## src/rtl/brkpt_pkg.sv

```systemverilog
package brkpt_pkg;

    localparam int BUS_W         = 8;
    localparam int BANK_W        = 8;
    localparam int PC_W          = 16;
    localparam int FETCH_W       = BANK_W + PC_W;
    localparam int NUM_CMP       = 2;
    localparam int BYTES_PER_CMP = FETCH_W / BUS_W;
    localparam int NUM_CMP_BYTES = NUM_CMP * BYTES_PER_CMP;

    localparam logic [BUS_W-1:0] CTRL_ADDR = 8'h67;
    localparam logic [BUS_W-1:0] CMP_BASE  = 8'h68;

    // control byte bit positions
    localparam int BIT_RSVD0 = 0;
    localparam int BIT_ACC   = 2;
    localparam int BIT_KEEP1 = 3;
    localparam int BIT_DBG   = 4;
    localparam int BIT_DET   = 5;
    localparam int BIT_DEC   = 6;

    typedef enum logic [1:0] {
        MODE_REG0 = 2'd0,
        MODE_REG1 = 2'd1,
        MODE_DUAL = 2'd2,
        MODE_OFF  = 2'd3
    } det_mode_e;

    typedef struct packed {
        logic dec;
        logic det_en;
        logic keep1;
        logic acc_en;
        logic rsvd0;
    } ctrl_t;

    typedef struct packed {
        logic [BANK_W-1:0] bank;
        logic [PC_W-1:0]   pc;
    } fetch_addr_t;

    function automatic logic in_cmp_window(input logic [BUS_W-1:0] a);
        return (int'(a) >= int'(CMP_BASE)) &&
               (int'(a) <  int'(CMP_BASE) + NUM_CMP_BYTES);
    endfunction

    function automatic logic [BUS_W-1:0] ctrl_view(input ctrl_t c, input logic dbg);
        logic [BUS_W-1:0] v;
        v            = '0;
        v[BIT_RSVD0] = c.rsvd0;
        v[BIT_ACC]   = c.acc_en;
        v[BIT_KEEP1] = c.keep1;
        v[BIT_DBG]   = dbg;
        v[BIT_DET]   = c.det_en;
        v[BIT_DEC]   = c.dec;
        return v;
    endfunction

endpackage

```

## src/rtl/brkpt_ctrl_reg.sv

```systemverilog
module brkpt_ctrl_reg
    import brkpt_pkg::*;
(
    input  logic             clk,
    input  logic             por_rst,
    input  logic             warm_rst,
    input  logic             wr_en,
    input  logic [BUS_W-1:0] wdata,
    input  logic             dec_load,
    input  logic             dec_val,
    output ctrl_t            ctrl_q
);

    // Only power-on reset clears; warm reset freezes the register.
    always_ff @(posedge clk) begin
        if (por_rst) begin
            ctrl_q <= '0;
        end else if (!warm_rst) begin
            if (wr_en) begin
                ctrl_q.rsvd0  <= wdata[BIT_RSVD0];
                ctrl_q.acc_en <= wdata[BIT_ACC];
                ctrl_q.keep1  <= wdata[BIT_KEEP1];
                ctrl_q.det_en <= wdata[BIT_DET];
            end
            if (dec_load) begin
                ctrl_q.dec <= dec_val;
            end
        end
    end

endmodule

```

## src/rtl/brkpt_cmp_file.sv

```systemverilog
module brkpt_cmp_file
    import brkpt_pkg::*;
(
    input  logic                              clk,
    input  logic                              por_rst,
    input  logic                              wr_en,
    input  logic [BUS_W-1:0]                  addr,
    input  logic [BUS_W-1:0]                  wdata,
    output logic [NUM_CMP-1:0][FETCH_W-1:0]   cmp_vals,
    output logic [BUS_W-1:0]                  rd_byte
);

    logic [NUM_CMP_BYTES-1:0][BUS_W-1:0] bytes_q;
    logic [BUS_W-1:0]                    offset;

    assign offset = addr - CMP_BASE;

    for (genvar k = 0; k < NUM_CMP_BYTES; k++) begin : g_byte
        always_ff @(posedge clk) begin
            if (por_rst) begin
                bytes_q[k] <= '0;
            end else if (wr_en && offset == BUS_W'(k)) begin
                bytes_q[k] <= wdata;
            end
        end
    end

    // Byte 0 of each register is the least significant slice.
    for (genvar g = 0; g < NUM_CMP; g++) begin : g_reg
        for (genvar b = 0; b < BYTES_PER_CMP; b++) begin : g_slice
            assign cmp_vals[g][b*BUS_W +: BUS_W] = bytes_q[g*BYTES_PER_CMP + b];
        end
    end

    always_comb begin
        rd_byte = '0;
        for (int k = 0; k < NUM_CMP_BYTES; k++) begin
            if (offset == BUS_W'(k)) begin
                rd_byte = bytes_q[k];
            end
        end
    end

endmodule

```

## src/rtl/brkpt_matcher.sv

```systemverilog
module brkpt_matcher
    import brkpt_pkg::*;
(
    input  logic                            clk,
    input  logic                            por_rst,
    input  logic                            warm_rst,
    input  logic                            fetch_valid,
    input  fetch_addr_t                     fetch_addr,
    input  logic [NUM_CMP-1:0][FETCH_W-1:0] cmp_vals,
    input  det_mode_e                       mode,
    input  logic                            det_en,
    output logic                            irq,
    output logic                            dec_load,
    output logic                            dec_val
);

    logic [NUM_CMP-1:0] hit;
    logic               sel_hit;
    logic               dual;
    logic               fire;

    for (genvar g = 0; g < NUM_CMP; g++) begin : g_cmp
        assign hit[g] = (fetch_addr == cmp_vals[g]);
    end

    always_comb begin
        dual    = 1'b0;
        sel_hit = 1'b0;
        case (mode)
            MODE_REG0: sel_hit = hit[0];
            MODE_REG1: sel_hit = hit[1];
            MODE_DUAL: begin
                sel_hit = |hit;
                dual    = 1'b1;
            end
            default:   sel_hit = 1'b0;
        endcase
    end

    assign fire     = fetch_valid & det_en & sel_hit & ~warm_rst;
    assign dec_load = fire & dual;
    assign dec_val  = ~hit[0];   // register 0 wins a tie

    always_ff @(posedge clk) begin
        if (por_rst) begin
            irq <= 1'b0;
        end else begin
            irq <= fire;
        end
    end

endmodule

```

## src/rtl/brkpt_match_unit.sv

```systemverilog
module brkpt_match_unit
    import brkpt_pkg::*;
(
    input  logic        clk,
    input  logic        por_rst,
    input  logic        warm_rst,
    input  logic [7:0]  reg_addr,
    input  logic        reg_wr,
    input  logic [7:0]  reg_wdata,
    output logic [7:0]  reg_rdata,
    input  logic        dbg_attached,
    input  logic [1:0]  mode,
    input  logic        fetch_valid,
    input  logic [7:0]  fetch_bank,
    input  logic [15:0] fetch_pc,
    output logic        irq
);

    ctrl_t                           ctrl_q;
    logic                            det_en;
    logic                            acc_en;
    logic                            decision;
    logic                            ctrl_wr;
    logic                            cmp_wr;
    logic                            cmp_sel;
    logic                            dec_load;
    logic                            dec_val;
    logic [BUS_W-1:0]                cmp_rd;
    logic [NUM_CMP-1:0][FETCH_W-1:0] cmp_vals;
    fetch_addr_t                     fetch_addr;

    assign det_en   = ctrl_q.det_en;
    assign acc_en   = ctrl_q.acc_en;
    assign decision = ctrl_q.dec;

    assign fetch_addr.bank = fetch_bank;
    assign fetch_addr.pc   = fetch_pc;

    assign cmp_sel = in_cmp_window(reg_addr);
    assign ctrl_wr = reg_wr & ~warm_rst & (reg_addr == CTRL_ADDR);
    assign cmp_wr  = reg_wr & ~warm_rst & cmp_sel & acc_en;

    brkpt_ctrl_reg i_ctrl (
        .clk      (clk),
        .por_rst  (por_rst),
        .warm_rst (warm_rst),
        .wr_en    (ctrl_wr),
        .wdata    (reg_wdata),
        .dec_load (dec_load),
        .dec_val  (dec_val),
        .ctrl_q   (ctrl_q)
    );

    brkpt_cmp_file i_cmp (
        .clk      (clk),
        .por_rst  (por_rst),
        .wr_en    (cmp_wr),
        .addr     (reg_addr),
        .wdata    (reg_wdata),
        .cmp_vals (cmp_vals),
        .rd_byte  (cmp_rd)
    );

    brkpt_matcher i_match (
        .clk         (clk),
        .por_rst     (por_rst),
        .warm_rst    (warm_rst),
        .fetch_valid (fetch_valid),
        .fetch_addr  (fetch_addr),
        .cmp_vals    (cmp_vals),
        .mode        (det_mode_e'(mode)),
        .det_en      (det_en),
        .irq         (irq),
        .dec_load    (dec_load),
        .dec_val     (dec_val)
    );

    always_comb begin
        if (reg_addr == CTRL_ADDR) begin
            reg_rdata = ctrl_view(ctrl_q, dbg_attached);
        end else if (cmp_sel && acc_en) begin
            reg_rdata = cmp_rd;
        end else begin
            reg_rdata = '0;
        end
    end

endmodule

```

## config.mk

```make
export PLATFORM = sky130hd
export DESIGN_NAME = brkpt_match_unit
export DESIGN_NICKNAME = d
export VERILOG_FILES = /design/src/rtl/brkpt_pkg.sv /design/src/rtl/brkpt_ctrl_reg.sv /design/src/rtl/brkpt_cmp_file.sv /design/src/rtl/brkpt_matcher.sv /design/src/rtl/brkpt_match_unit.sv
export SDC_FILE = /design/constraint.sdc
export NUM_CORES = 1
export LEC_CHECK = 0
export CAP_MARGIN = 10
export CORE_MARGIN = 2
export CORE_UTILIZATION = 49
export CTS_CLUSTER_DIAMETER = 30
export DETAILED_ROUTE_END_ITERATION = 7
export MAX_ROUTING_LAYER = met4
export PLACE_DENSITY = 0.85
export SLEW_MARGIN = 20
export SYNTH_ARGS = -nofsm -noshare
export SYNTH_HDL_FRONTEND = slang
export SYNTH_HIERARCHICAL = 1
export SYNTH_SLANG_ARGS = --single-unit
```

## constraint.sdc

```tcl
create_clock -name clk -period 2.35 [get_ports clk]
set_input_delay 0.5875 -clock clk [delete_from_list [all_inputs] [get_ports clk]]
set_output_delay 0.5875 -clock clk [all_outputs]
set_load 0.02 [all_outputs]
```

* Word level (Yosys, flattened, before mapping)
Index checks and enable logic that the tools add are counted.
** Storage, ports and cells
- Input bits :: 48
- Logic and storage cells :: 58
- Register bits :: 54
- Output and inout port bits :: 9
** Operators by class
- $lt $le $gt $ge :: 2
- Equal/unequal tests :: 10
- Bitwise logic cells :: 10
- $add $sub $neg :: 1
- Reduce and logical (&&, ||, !) cells :: 13
- Muxes and demuxes :: 10
** Operators with widths (number)
- 8-bit two-way mux :: 8
- 24-bit == test :: 2
- 8-bit by 2-bit == test with 1-bit output, second input constant :: 2
- 8-bit by 3-bit == test with 1-bit output, second input constant :: 2
- 1-bit AND :: 8
- 8-bit by 1-bit == test with 1-bit output, second input constant :: 1
- 8-bit by 7-bit == test with 1-bit output, second input constant :: 1
- 8-bit by 7-bit greater-or-equal comparator with 1-bit output, second input constant :: 1
- 1-bit logical AND :: 8
- 8-bit logical NOT :: 1
- 8-bit by 7-bit < comparator with 1-bit output, second input constant :: 1
- 8-bit by 7-bit subtractor with 8-bit output, second input constant :: 1
- 2-bit AND reduction :: 2
- 1-bit one-hot mux with 3 select lines :: 1
- 2-bit by 1-bit == test with 1-bit output, second input constant :: 1
- 2-bit == test, second input constant :: 1
- 2-bit logical NOT :: 1
- 1-bit NOT :: 2
- 2-bit OR reduction :: 1
- 1-bit two-way mux :: 1

* Depth between registers and ports, before layout
- Word-level depth :: 10
- Depth in mapped cells :: 8
- Mapped depth without buffers :: 7

* By module
Netlist, hierarchy kept.
** Modules (own cells, without submodules)
- brkpt_cmp_file :: area each 2512.4 um2, cells an instance 224, seq. area each 960.9 um2, times used 1
- brkpt_matcher :: area each 615.6 um2, cells an instance 73, seq. area each 20.0 um2, times used 1
- brkpt_ctrl_reg :: area each 232.7 um2, cells an instance 22, seq. area each 100.1 um2, times used 1
- brkpt_match_unit :: area each 180.2 um2, cells an instance 24, seq. area each 0.0 um2, times used 1

* Least setup slack after synthesis
No wires, ideal clock.
- Kind :: input -> output
- Start :: in reg_addr[3]
- End :: out reg_rdata[0]
- Setup slack :: -0.200 ns
- Data arrival time :: 1.963 ns
- Stages :: 8
- Required time :: 1.762 ns
- Path buffers :: 1
- Cell sequence :: inv_1 ha_1 and4bb_1 buf_6 o211ai_1 nor2_1 a32oi_1 nor2_1
** Between the ends
- Word-level cells in the longest chain between the ends :: 10
- Elaborated cells on any way between the ends :: 20
- Those cells by class :: 1 x add/sub; 2 x order compare; 6 x eq/ne; 8 x mux; 3 x reduce/logical
** Ends and longest elaborated chain
- start, declared :: line brkpt_match_unit.sv:7 : input logic [7:0] reg_addr,
- 8-bit by 7-bit subtractor with 8-bit output * :: line brkpt_cmp_file.sv:16 : assign offset = addr - CMP_BASE;
- 8-bit logical NOT :: line brkpt_cmp_file.sv:38 : if (offset == BUS_W'(k)) begin
- 8-bit two-way mux (5 in a row) :: line brkpt_cmp_file.sv:38
- 8-bit two-way mux * :: line brkpt_cmp_file.sv:38
- net cmp_rd[0] :: line brkpt_match_unit.sv:28 : logic [BUS_W-1:0] cmp_rd;
- 8-bit two-way mux * :: line brkpt_match_unit.sv:81 : end else if (cmp_sel && acc_en) begin
- 8-bit two-way mux * :: line brkpt_match_unit.sv:79 : if (reg_addr == CTRL_ADDR) begin
- end, declared :: line brkpt_match_unit.sv:10 : output logic [7:0] reg_rdata,
Mark *: on every way through the listed nets, which the timed path passes. The rest lies on a longest branch.

* Worst setup path in the final report
- Start :: in reg_addr[2]
- End :: out reg_rdata[6]
The elaborated chain is that of the path after synthesis.

==> impl_metrics.ini <==
[outcome]
outcome = finished with violations
violations = setup timing

[global_route]
grt_pass1_wl_mm = 18.66
grt_pass1_vias = 3454
grt_max_degree = 68
track_usage_pct = 33.10
overflow = 0
antenna_found_initial = 0

[power_and_ir_drop]
peakVddDrop_v = 0.0003724
power_mw = 1.839
power_density_mw_per_mm2 = 350.2
p_leak_nw = 2.398

[die]
core-area_sq_mm = 0.006907
dieArea_sq_mm = 0.007922
placementRows = 30
die_x_um = 89.01
initial_utilization_pct = 51.27
io_pins = 57
dieHeight_um = 89.01

[detailed_routing]
drtPass1Iterations = 6
ant_nets = 0
routed_wl_mm = 12.90
first_iter_violations = 379
drc_errors = 0
via_per_inst = 6.097
num_vias = 3530
post_drt_wl_per_cell_um = 22.28

[timing]
hold_viol = 0
setup_violations = 9
rsz0062_at_grt = yes
setup_tns_ns = -2.571
skew_ns = 0.009006
slew_violations = 0
fin_crit_sh_pct = 120.0
setup_slack_ns = -0.4705
max_clock_freq_ghz = 0.3545
slew_headroom_pct = 61.66
min_period_ns = 2.820
tightest_slew_ns = 0.5748

[synth]
yosys_register_bits = 54
syn_inst = 343
synth_edf_count = 0
ys_types = 42
yosysMostFrequentCell = nand2b_1
synth_common_cells = nand2b_1, dfxtp_1, mux2i_1
yosys_warnings = 6
synth-async-reset-ratio_pct = 0
postSynthAreaPerCell_sq_um = 10.32
ys_seq_area_share_pct = 30.53
synth_area_leader_cell = dfxtp_1
yosys_most_used_dff = dfxtp_1
synth_top_area_share_pct = 30.53
synthesis.area_sq_mm = 0.003541
synth_area_leaders = dfxtp_1, mux2i_1, nand2b_1
syn_nets = 392

[layout]
syn_to_final_growth_pct = 48.34
diodes = 0
drive_above_1_share_pct = 37.06
fillers = 443
layout.nets = 531
fin_cells = 579
final_util_pct = 76.05

[clock_network]
cts_buffers = 5
cts_buffer_depth = 2
cts_tree = yes
cts-root-buf = clkbuf_8
clk_pin_slew_worst_paths_ns = 0.11
htreeDepth = 2
clock_latency_ns = 0.33
clock_sinks = 54

[placement]
dp_hpwl_mm = 8.313
place_inst = 558
gp_congestion = 0.8925
io_buffer_count = 56

[setup_path]
cp_common_cell = buf_12
cp_slowest_cell = a222oi_1
path_cells = buf_12 > buf_12 > buf_4 > mux2_2 > a222oi_1 > nor2_1 > a32oi_1 > nor2_2 > buf_6
cpPeakStageDelay_ns = 0.37
start_kind = primary input
crit_path_end_kind = output pin
cp.arrival_ns = 2.23
worstSetupPathType = in2out
required_ns = 1.76
critPathMaxFanout = 5

[run]
maxCapViolations = 0

[hold_path]
holdCritPathClass = reg2reg
-- where the power goes --
group | switching (mW) | internal [mW] | total [mW]
registers | 0.0000225 | 0.915 | 0.915
clock network | 0.355 | 0.214 | 0.569
logic | 0.166 | 0.189 | 0.356
total | 0.521 | 1.32 | 1.84
-- placed cells by master (no fill, tap or decap), types with 6 or more instances in the layout --
cell,instances
nand4_1,10
nor2_2,7
mux2_4,7
mux2i_1,48
buf_12,7
mux2_2,17
clkdlybuf4s50_1,28
nand2b_1,61
nor2_1,8
nand4bb_1,6
dfxtp_1,54
xnor2_2,11
a222oi_1,8
xor2_1,11
buf_4,80
dlymetal6s2s_1,10
xnor2_1,27
buf_6,9
-- kinds of logic (layout without fill, tap and decap cells) --
| kind of cell | after synthesis | in the layout | synth area share (%) |
|---|---|---|---|
| AO/OA/AOI/OAI | 28 | 28 | 9.470 |
| multiplexers | 72 | 72 | 21.31 |
| buffers and inverters | 20 | 160 | 3.604 |
| adder cells (fa/ha/maj) | 1 | 1 | 0.3533 |
| flip-flops | 54 | 54 | 30.53 |
| AND/OR/NAND/NOR | 119 | 119 | 22.19 |
| XOR/XNOR | 49 | 49 | 12.54 |
-- repair_timing --
| action | CTS | global route |
|---|---|---|
| buffers inserted | 6 | 3 |
| hold buffers | 0 | 0 |
| pin swaps | 30 | 21 |
| resized for setup | 96 | 23 |
| gates cloned | 4 | 0 |
| endpoints found under the hold margin | 0 | 0 |
| setup endpoints to repair | 57 | 25 |
-- layout make-up --
class,count,area (sq um),share of cell area [%]
multi-input cells,269,2504,47.67
repair buffers,148,1423,27.08
flip-flops and latches,54,1081,20.58
well taps,96,120.1,2.287
clock buffers,5,68.82,1.310
inverters,4,32.53,0.6193
clock inverters,3,23.77,0.4526
-- layer usage --
layer	global-route usage [%]	part of all wire, %
met3	4.709	7.9
met1	40.83	38
met5	-	0
met2	52.92	49
met4	16.69	5.0
-- path summary, 6_finish.rpt --
kind,start,end,slack [ns],depth (start not counted)
setup reg to reg,i_cmp/cmp_vals[33],i_ctrl/ctrl_q[4],0.13,8
hold / removal,i_ctrl/ctrl_q[2],i_ctrl/ctrl_q[2],0.50,2
hold reg to reg,i_ctrl/ctrl_q[2],i_ctrl/ctrl_q[2],0.50,2
setup / recovery,reg_addr[2],reg_rdata[6],-0.47,9
-- critical path: cells and delay by family --
family          cells  cell delay [ns]
buf+inv             4             0.49
mux                 1             0.32
simple gates        2             0.18
compound gates      2             0.65
-- state kept, by name (all words and copies together), names as in the netlist --
| name | flops |
|---|---|
| i_ctrl/ctrl_q | 5 |
| i_cmp/cmp_vals | 48 |
| i_match/irq | 1 |
-- metrics by stage --
step	hold slack, ns	setup WS, ns	area (sq um)
final	0.4975	-0.4705	5253
after global routing	0.5464	-0.4804	5253
after CTS	0.4940	-0.3479	5132
after detailed placement	0.4781	-1.382	4832
after global placement	0.4623	-1.276	4832
after floorplan	0.4413	-0.1065	3596
No activity file was read; power rests on OpenSTA's default activity.
